File: src/rtl/bounce_lockout_pkg.sv
package bounce_lockout_pkg;

  // Encoding of the debouncer state register.
  typedef enum logic [1:0] {
    ST_QUIET_LO = 2'd0,
    ST_LOCK_HI  = 2'd1,
    ST_QUIET_HI = 2'd2,
    ST_LOCK_LO  = 2'd3
  } lock_state_e;

  // Counter width for a lockout of n cycles, never below one bit.
  function automatic int lock_cnt_width(input int n);
    return (n <= 2) ? 1 : $clog2(n);
  endfunction

endpackage

File: src/rtl/bl_sync.sv
module bl_sync #(
  parameter int STAGES = 2
) (
  input  logic clk,
  input  logic rst,
  input  logic d,
  output logic q
);

  generate
    if (STAGES == 0) begin : g_bypass
      assign q = d;
    end else begin : g_chain
      logic [STAGES-1:0] stage_q;
      always_ff @(posedge clk) begin
        if (rst) begin
          stage_q <= '0;
        end else begin
          stage_q[0] <= d;
          for (int i = 1; i < STAGES; i++) stage_q[i] <= stage_q[i-1];
        end
      end
      assign q = stage_q[STAGES-1];
    end
  endgenerate

endmodule

File: src/rtl/bl_lock_timer.sv
module bl_lock_timer #(
  parameter int LIMIT = 16,
  parameter int CNT_W = 4
) (
  input  logic             clk,
  input  logic             rst,
  input  logic             run,
  output logic             expired,
  output logic [CNT_W-1:0] count
);

  localparam logic [CNT_W-1:0] LAST = CNT_W'(LIMIT - 1);

  assign expired = run && (count == LAST);

  // Cleared whenever not running and on the final count, so a quiet state always sees zero.
  always_ff @(posedge clk) begin
    if (rst || !run || expired) count <= '0;
    else                        count <= count + 1'b1;
  end

endmodule

File: src/rtl/bl_lock_fsm.sv
module bl_lock_fsm
  import bounce_lockout_pkg::*;
(
  input  logic clk,
  input  logic rst,
  input  logic level,
  input  logic expired,
  output logic out_level,
  output logic locked
);

  lock_state_e state_q, state_d;

  always_comb begin
    state_d = state_q;
    unique case (state_q)
      ST_QUIET_LO: if (level)   state_d = ST_LOCK_HI;
      ST_LOCK_HI:  if (expired) state_d = ST_QUIET_HI;
      ST_QUIET_HI: if (!level)  state_d = ST_LOCK_LO;
      ST_LOCK_LO:  if (expired) state_d = ST_QUIET_LO;
      default:                  state_d = ST_QUIET_LO;
    endcase
  end

  always_ff @(posedge clk) begin
    if (rst) state_q <= ST_QUIET_LO;
    else     state_q <= state_d;
  end

  // Moore outputs: state only.
  assign out_level = (state_q == ST_LOCK_HI) || (state_q == ST_QUIET_HI);
  assign locked    = (state_q == ST_LOCK_HI) || (state_q == ST_LOCK_LO);

endmodule

File: src/rtl/bounce_lockout_filter.sv
module bounce_lockout_filter
  import bounce_lockout_pkg::*;
#(
  parameter int LOCK_CYCLES = 16,
  parameter int SYNC_STAGES = 2
) (
  input  logic clk,
  input  logic rst,
  input  logic raw_in,
  output logic clean_out
);

  localparam int CNT_W = lock_cnt_width(LOCK_CYCLES);

  logic             sync_q;
  logic             locked;
  logic             expired;
  logic [CNT_W-1:0] lock_cnt;

  bl_sync #(.STAGES(SYNC_STAGES)) u_sync (
    .clk (clk),
    .rst (rst),
    .d   (raw_in),
    .q   (sync_q)
  );

  bl_lock_timer #(.LIMIT(LOCK_CYCLES), .CNT_W(CNT_W)) u_timer (
    .clk     (clk),
    .rst     (rst),
    .run     (locked),
    .expired (expired),
    .count   (lock_cnt)
  );

  bl_lock_fsm u_fsm (
    .clk       (clk),
    .rst       (rst),
    .level     (sync_q),
    .expired   (expired),
    .out_level (clean_out),
    .locked    (locked)
  );

endmodule

File: config.mk
export PLATFORM = sky130hd
export DESIGN_NAME = bounce_lockout_filter
export DESIGN_NICKNAME = d
export VERILOG_FILES = /design/src/rtl/bounce_lockout_pkg.sv /design/src/rtl/bl_sync.sv /design/src/rtl/bl_lock_timer.sv /design/src/rtl/bl_lock_fsm.sv /design/src/rtl/bounce_lockout_filter.sv
export SDC_FILE = /design/constraint.sdc
export NUM_CORES = 1
export LEC_CHECK = 0
export BUFFER_PORTS_ARGS = -buffer_cell sky130_fd_sc_hd__buf_2
export CORE_AREA = 2 2 39 41
export DETAILED_ROUTE_END_ITERATION = 10
export DIE_AREA = 0 0 41 43
export SYNTH_ARGS = -nofsm -noshare
export SYNTH_HDL_FRONTEND = slang
export SYNTH_SLANG_ARGS = --single-unit
File: constraint.sdc
create_clock -name clk -period 1.4 [get_ports clk]
set_input_delay 0.14 -clock clk [delete_from_list [all_inputs] [get_ports clk]]
set_output_delay 0.14 -clock clk [all_outputs]
set_load 0.1 [all_outputs]
==> results of run 1 <==
==> registers in the layout, indices dropped and copies added, names as in the netlist <==
signal / cells
u_timer.count: 4
u_sync.g_chain.stage_q: 2
u_fsm.state_q: 2
==> power groups by stage <==
stage               clock, mW  combinational (mW)  sequential (mW)
floorplan                   0               0.253            0.276
global placement            0               0.334            0.280
detailed placement          0               0.337            0.281
CTS                     0.185               0.365            0.278
global route            0.198               0.396            0.284
finish                  0.169               0.370            0.279
==> cells in the mapped netlist <==
master	n	area share, %
dfxtp_1	8	43
nor2_1	6	6.0
or3_4	1	3.0
mux2i_1	2	5.4
xor2_1	1	2.3
nor2b_1	2	3.4
o21ai_1	1	1.3
or2_1	1	1.7
nand2b_1	2	3.4
a221oi_2	1	4.0
xnor2_1	1	2.3
nand3_1	1	1.3
ha_1	5	17
and3_4	1	3.0
inv_1	3	3.0
==> cell type report <==
type                            instances  area share [%]
Sequential cell                         8            34.9
Timing Repair Buffer                    3            6.49
Inverter                                3            2.43
Multi-Input combinational cell         25            47.0
Tap cell                               16            4.32
Clock buffer                            3            4.86
==> how the worst max path moves through the flow <==
stage | endpoint | slack, ns | cells past startpoint
CTS | clean_out | 0.06 | 3
global route | u_fsm.state_q[0] | 0.03 | 5
floorplan | u_fsm.state_q[1] | 0.06 | 4
global placement | u_fsm.state_q[0] | 0.13 | 5
detailed placement | u_fsm.state_q[0] | 0.12 | 5
finish | u_fsm.state_q[0] | 0.11 | 5
==> stage by stage <==
step	utilization, %	setup slack (ns)	hold slack [ns]	cells	total power [mW]
floorplan	-	0.0645	0.206	36	0.529
global placement	30.7	0.128	0.347	55	0.614
detailed placement	30.7	0.117	0.354	55	0.618
CTS	33.2	0.0554	0.0868	58	0.827
global route	33.5	0.0347	0.0970	58	0.877
finish	33.5	0.111	0.0981	58	0.818
==> cell usage in the layout, fill, tap and decap left out <==
cell / n
ha_1: 4
or3_4: 1
and3_4: 1
dfxtp_2: 1
buf_2: 2
nand2b_1: 2
xnor2_1: 1
inv_2: 1
clkbuf_4: 3
or2_1: 1
ha_4: 1
a221oi_2: 1
buf_12: 1
nand3_1: 1
o21ai_2: 1
mux2i_1: 2
dfxtp_1: 7
xor2_1: 1
nor2_1: 6
inv_1: 2
nor2b_1: 2
==> layer usage <==
layer	track usage [%]	part of all wire (%)	vias up
met2	8.75	45	4
li1	-	-	129
met4	12.0	2.7	0
met1	10.5	49	107
met3	3.14	2.7	2
met5	0	0	-
==> cell families after synthesis <==
family | synth area share [%]
flops | 43.0
compound gates | 5.37
fa+ha+maj | 16.8
simple gates | 21.8
mux | 5.37
xor+xnor | 4.70
buf+inv | 3.02
==> what timing repair did <==
| item | CTS | global route |
|---|---|---|
| endpoints found under the hold margin | 0 | 0 |
| setup endpoints to repair | 1 | 1 |
| resized for setup | 2 | 2 |
| pin swaps | 0 | 0 |
==> impl_metrics.py, run 1 <==
metrics = {
    "run_status": {
        "status": "finished, final reports clean",
    },
    "pwr": {
        "irDropWorstVdd_v": 0.000751,
        "p_leak_nw": 0.186,
        "switching_share_pct": 37.9,
        "power_switching_mw": 0.310,
        "p_seq_share_pct": 34.1,
        "clockPowerShare_pct": 20.7,
        "intPower_mw": 0.508,
        "p_comb_share_pct": 45.2,
        "power.density_nw_per_um2": 1770,
    },
    "global_route": {
        "grt_pass1_wl_um": 869,
        "grt_overflow": 0,
        "grt_max_degree": 7,
        "antenna_found_initial": 0,
        "gr-usage-all-layers_pct": 8.48,
        "grt_pass1_vias": 201,
    },
    "floorplan": {
        "start_util_pct": 26.9,
        "die_w_um": 41,
        "row_count": 14,
        "coreArea_sq_um": 1380,
        "ios": 4,
        "die_h_um": 43,
        "die_area_sq_um": 1760,
    },
    "worst_setup_path": {
        "cp-start-kind": "flip-flop",
        "cp_cell_sequence": "inv_2 -> ha_1 -> mux2i_1 -> o21ai_2 -> a221oi_2",
        "crit_fanout": 3,
        "worstReg2RegEnd": "u_fsm.state_q[0]",
        "r2r_cells": 5,
        "slowest_delay_ns": 0.37,
        "required_ns": 1.56,
        "critPathSlowestCell": "dfxtp_1",
        "r2r-start": "u_fsm.state_q[0]",
        "cp-end-kind": "flip-flop",
        "crit_path_start": "u_fsm.state_q[0]",
        "reg2reg_slack_ns": 0.11,
        "crit_family": "flip-flops",
        "worstPathArrival_ns": 1.45,
        "critPathKind": "flip-flop to flip-flop",
        "crit_buf_inv": 1,
    },
    "clock_network": {
        "ctsHoldBuffers": 0,
        "insertion_delay_ns": 0.25,
        "clock_sinks": 8,
        "cts_tree": "yes",
        "cts-root-buf": "clkbuf_4",
        "clockBufferDepth": 2,
        "clk_pin_slew_ns": 0.05,
        "numCtsBuffers": 3,
        "post_cts.repair.setup_buffers": 0,
        "ctsHtreeMaxLevel": 1,
    },
    "place": {
        "portBuffers": 3,
        "post_dp_cell_area_sq_um": 425,
        "gp_congestion": 0.686,
        "place_hpwl_um": 367,
    },
    "logic_synthesis": {
        "syn_nets": 44,
        "ys_types": 15,
        "synth.cell_area_sq_um": 373,
        "syn_avg_cell_area_sq_um": 10.4,
        "yosys_warnings": 0,
        "syn-instance-count": 36,
        "synth_seq_cells": 8,
        "seq_area_frac_synth_pct": 43.0,
    },
    "run": {
        "maxCapViolCount": 0,
    },
    "route": {
        "via_per_inst": 4.17,
        "ant_nets": 0,
        "drt_iter0_drc": 2,
        "routed_wl_um": 516,
        "dr.pass1.iters": 2,
        "wl_per_cell_um": 8.90,
        "drc": 0,
        "vias": 242,
    },
    "timing": {
        "slew_viol_final": 0,
        "layout_min_cycle_time_ns": 1.29,
        "worstMarginPinSlew_ns": 0.216,
        "timing.final.crit_share_pct": 92.1,
        "setup_viol": 0,
        "slew-limit-headroom_pct": 85.6,
        "rsz0062_at_grt": "false",
        "final.setup.tns_ns": 0,
        "max_freq_mhz": 776,
        "hold_viol_final": 0,
        "skew_ns": 0.000805,
    },
    "hold_path": {
        "whs_endpoint": "u_sync.g_chain.stage_q[0]",
        "hold_depth": 2,
        "hold_class": "input port to flip-flop",
        "min_from": "raw_in",
    },
    "final_layout": {
        "multiInputGateArea_sq_um": 218,
        "drive_above_1_share_pct": 31.0,
        "diodes": 0,
        "final_area_sq_um": 463,
        "final_net_count": 52,
        "register_area_sq_um": 161,
        "fillers": 146,
        "area_delta_synth_final_pct": 24.2,
    },
}
(Power assumes the default switching activity.)
==> run 2: changes to the inputs <==
--- a/config.mk
+++ b/config.mk
@@ -6,9 +6,13 @@
 export NUM_CORES = 1
 export LEC_CHECK = 0
 export BUFFER_PORTS_ARGS = -buffer_cell sky130_fd_sc_hd__buf_2
+export CELL_PAD_IN_SITES_DETAIL_PLACEMENT = 1
+export CELL_PAD_IN_SITES_GLOBAL_PLACEMENT = 2
 export CORE_AREA = 2 2 39 41
 export DETAILED_ROUTE_END_ITERATION = 10
 export DIE_AREA = 0 0 41 43
+export GPL_TIMING_DRIVEN = 1
+export PLACE_DENSITY_LB_ADDON = 0.1
 export SYNTH_ARGS = -nofsm -noshare
 export SYNTH_HDL_FRONTEND = slang
 export SYNTH_SLANG_ARGS = --single-unit
==> impl_metrics.py, run 2 (synthesis results as in run 1) <==
metrics = {
    "worst_setup_path": {
        "critPathSlowestCell": "dfxtp_2",
        "r2r-start": "u_timer.count[0]",
        "r2r_cells": 4,
        "cp_cell_sequence": "inv_1 -> ha_2 -> buf_12",
        "critPathKind": "flip-flop to output pin",
        "cp-start-kind": "flip-flop",
        "crit_path_start": "u_fsm.state_q[1]",
        "cp-end-kind": "output pin",
        "slowest_delay_ns": 0.35,
        "crit_fanout": 4,
        "required_ns": 1.26,
        "worstPathArrival_ns": 1.20,
        "reg2reg_slack_ns": 0.14,
        "worstReg2RegEnd": "u_timer.count[3]",
        "cp-endpoint": "clean_out",
    },
    "final_layout": {
        "area_delta_synth_final_pct": 20.8,
        "multiInputGateArea_sq_um": 204,
        "register_area_sq_um": 163,
        "regMostFlops": "u_timer.count",
        "reg_top3": "u_timer.count: 4 flops, u_fsm.state_q: 2 flops, u_sync.g_chain.stage_q: 2 flops",
        "drive_above_1_share_pct": 28.6,
        "largest_reg_flops": 4,
        "final_net_count": 52,
        "diodes": 0,
        "fillers": 160,
        "mostFrequentLayoutCells": "6 x nor2_1, 6 x dfxtp_1, 4 x ha_1, 3 x inv_1, 3 x clkbuf_4",
    },
    "timing": {
        "max_freq_mhz": 746,
        "layout_min_cycle_time_ns": 1.34,
        "final.setup.tns_ns": 0,
        "skew_ns": 0.00394,
        "slew_viol_final": 0,
        "hold_viol_final": 0,
        "timing.final.crit_share_pct": 95.8,
        "worstMarginPinSlew_ns": 0.233,
        "setup_viol": 0,
        "rsz0062_at_grt": "false",
        "slew-limit-headroom_pct": 84.3,
    },
    "clock_network": {
        "clock_sinks": 8,
        "cts-root-buf": "clkbuf_4",
        "ctsHoldBuffers": 0,
        "ctsHtreeMaxLevel": 1,
        "clk_pin_slew_ns": 0.05,
        "clockBufferDepth": 2,
        "cts_tree": "yes",
        "numCtsBuffers": 3,
        "insertion_delay_ns": 0.25,
    },
    "global_route": {
        "antenna_found_initial": 0,
        "grt_overflow": 0,
        "grt_max_degree": 7,
        "grt_pass1_wl_um": 1190,
        "gr-usage-all-layers_pct": 11.1,
        "grt_pass1_vias": 290,
    },
    "pwr": {
        "finalPower_mw": 0.794,
        "power.density_nw_per_um2": 1760,
        "p_leak_nw": 0.183,
        "irDropWorstVdd_v": 0.000619,
    },
    "place": {
        "portBuffers": 3,
        "gp_congestion": 0.613,
    },
    "hold_path": {
        "hold_class": "input port to flip-flop",
    },
    "route": {
        "dr.pass1.iters": 1,
        "drt_iter0_drc": 0,
        "ant_nets": 0,
        "wl_per_cell_um": 11.0,
        "drc": 0,
        "vias": 257,
        "routed_wl_um": 636,
        "via_per_inst": 4.43,
    },
    "floorplan": {
        "die_w_um": 41,
        "die_h_um": 43,
        "row_count": 14,
        "start_util_pct": 26.9,
        "die_area_sq_um": 1760,
        "ios": 4,
        "coreArea_sq_um": 1380,
    },
    "run": {
        "maxCapViolCount": 0,
    },
    "run_status": {
        "status": "finished, final reports clean",
    },
}
run 2: cell count changes in the layout (fill, tap and decap cells not counted):
cell	before	now
inv_1	2	3
dfxtp_1	7	6
ha_2	0	1
inv_2	1	0
o21ai_1	0	1
ha_4	1	0
o21ai_2	1	0
dfxtp_2	1	2
run 2: worst min-delay path by stage:
stage                 from                        end  slack, ns  depth (start not counted)
floorplan              rst           u_fsm.state_q[0]       0.21                          1
global placement    raw_in  u_sync.g_chain.stage_q[0]       0.35                          2
detailed placement     rst           u_fsm.state_q[0]       0.40                          2
CTS                    rst           u_fsm.state_q[0]       0.13                          2
global route           rst           u_fsm.state_q[0]       0.12                          2
finish                 rst           u_fsm.state_q[0]       0.12                          2
run 2: routing by layer:
| metal | vias up | wire length, um | global-route usage (%) |
|---|---|---|---|
| met2 | 5 | 345 | 15.9 |
| met3 | 4 | 18 | 1.57 |
| li1 | 130 | - | - |
| met1 | 118 | 245 | 12.4 |
| met4 | 0 | 27 | 12.0 |
| met5 | - | 0 | 0 |
run 2: power by group:
group / leakage (nW) / switching (mW) / internal, mW / total (mW)
Combinational: 0.103 / 0.206 / 0.135 / 0.340
Clock: 0.0138 / 0.0764 / 0.0980 / 0.174
Sequential: 0.0660 / 0.0208 / 0.258 / 0.279
run 2: area by class of cell:
cell class                 count  share of cell area [%]
tap                           16                    4.44
clock buffer                   3                    5.00
multi-input combinational     25                    45.3
timing repair buffer           3                    6.67
inverter                       3                    2.50
sequential                     8                    36.1
run 2: metrics by stage:
step           std cells  worst slack, ns  area (sq um)  hold slack [ns]  utilization, %
6_report              58           0.0587           450            0.117            32.5
5_1_grt               58          0.00145           450            0.124            32.5
4_1_cts               58           0.0192           449            0.126            32.5
3_5_place_dp          55            0.104           425            0.395            30.7
3_3_place_gp          55            0.161           425            0.355            30.7
2_1_floorplan         36           0.0645           375            0.206               -
run 2: critical path, delay by kind of cell (launching register included):
family | cells | cell delay, ns
adder cells (fa/ha/maj) | 1 | 0.35
buffers and inverters | 2 | 0.24
flip-flops | 1 | 0.35
run 2: timing repair:
item	in CTS	in global routing
endpoints found under the setup margin	1	2
cloned	0	0
resized for setup	1	1
buffers inserted	0	0
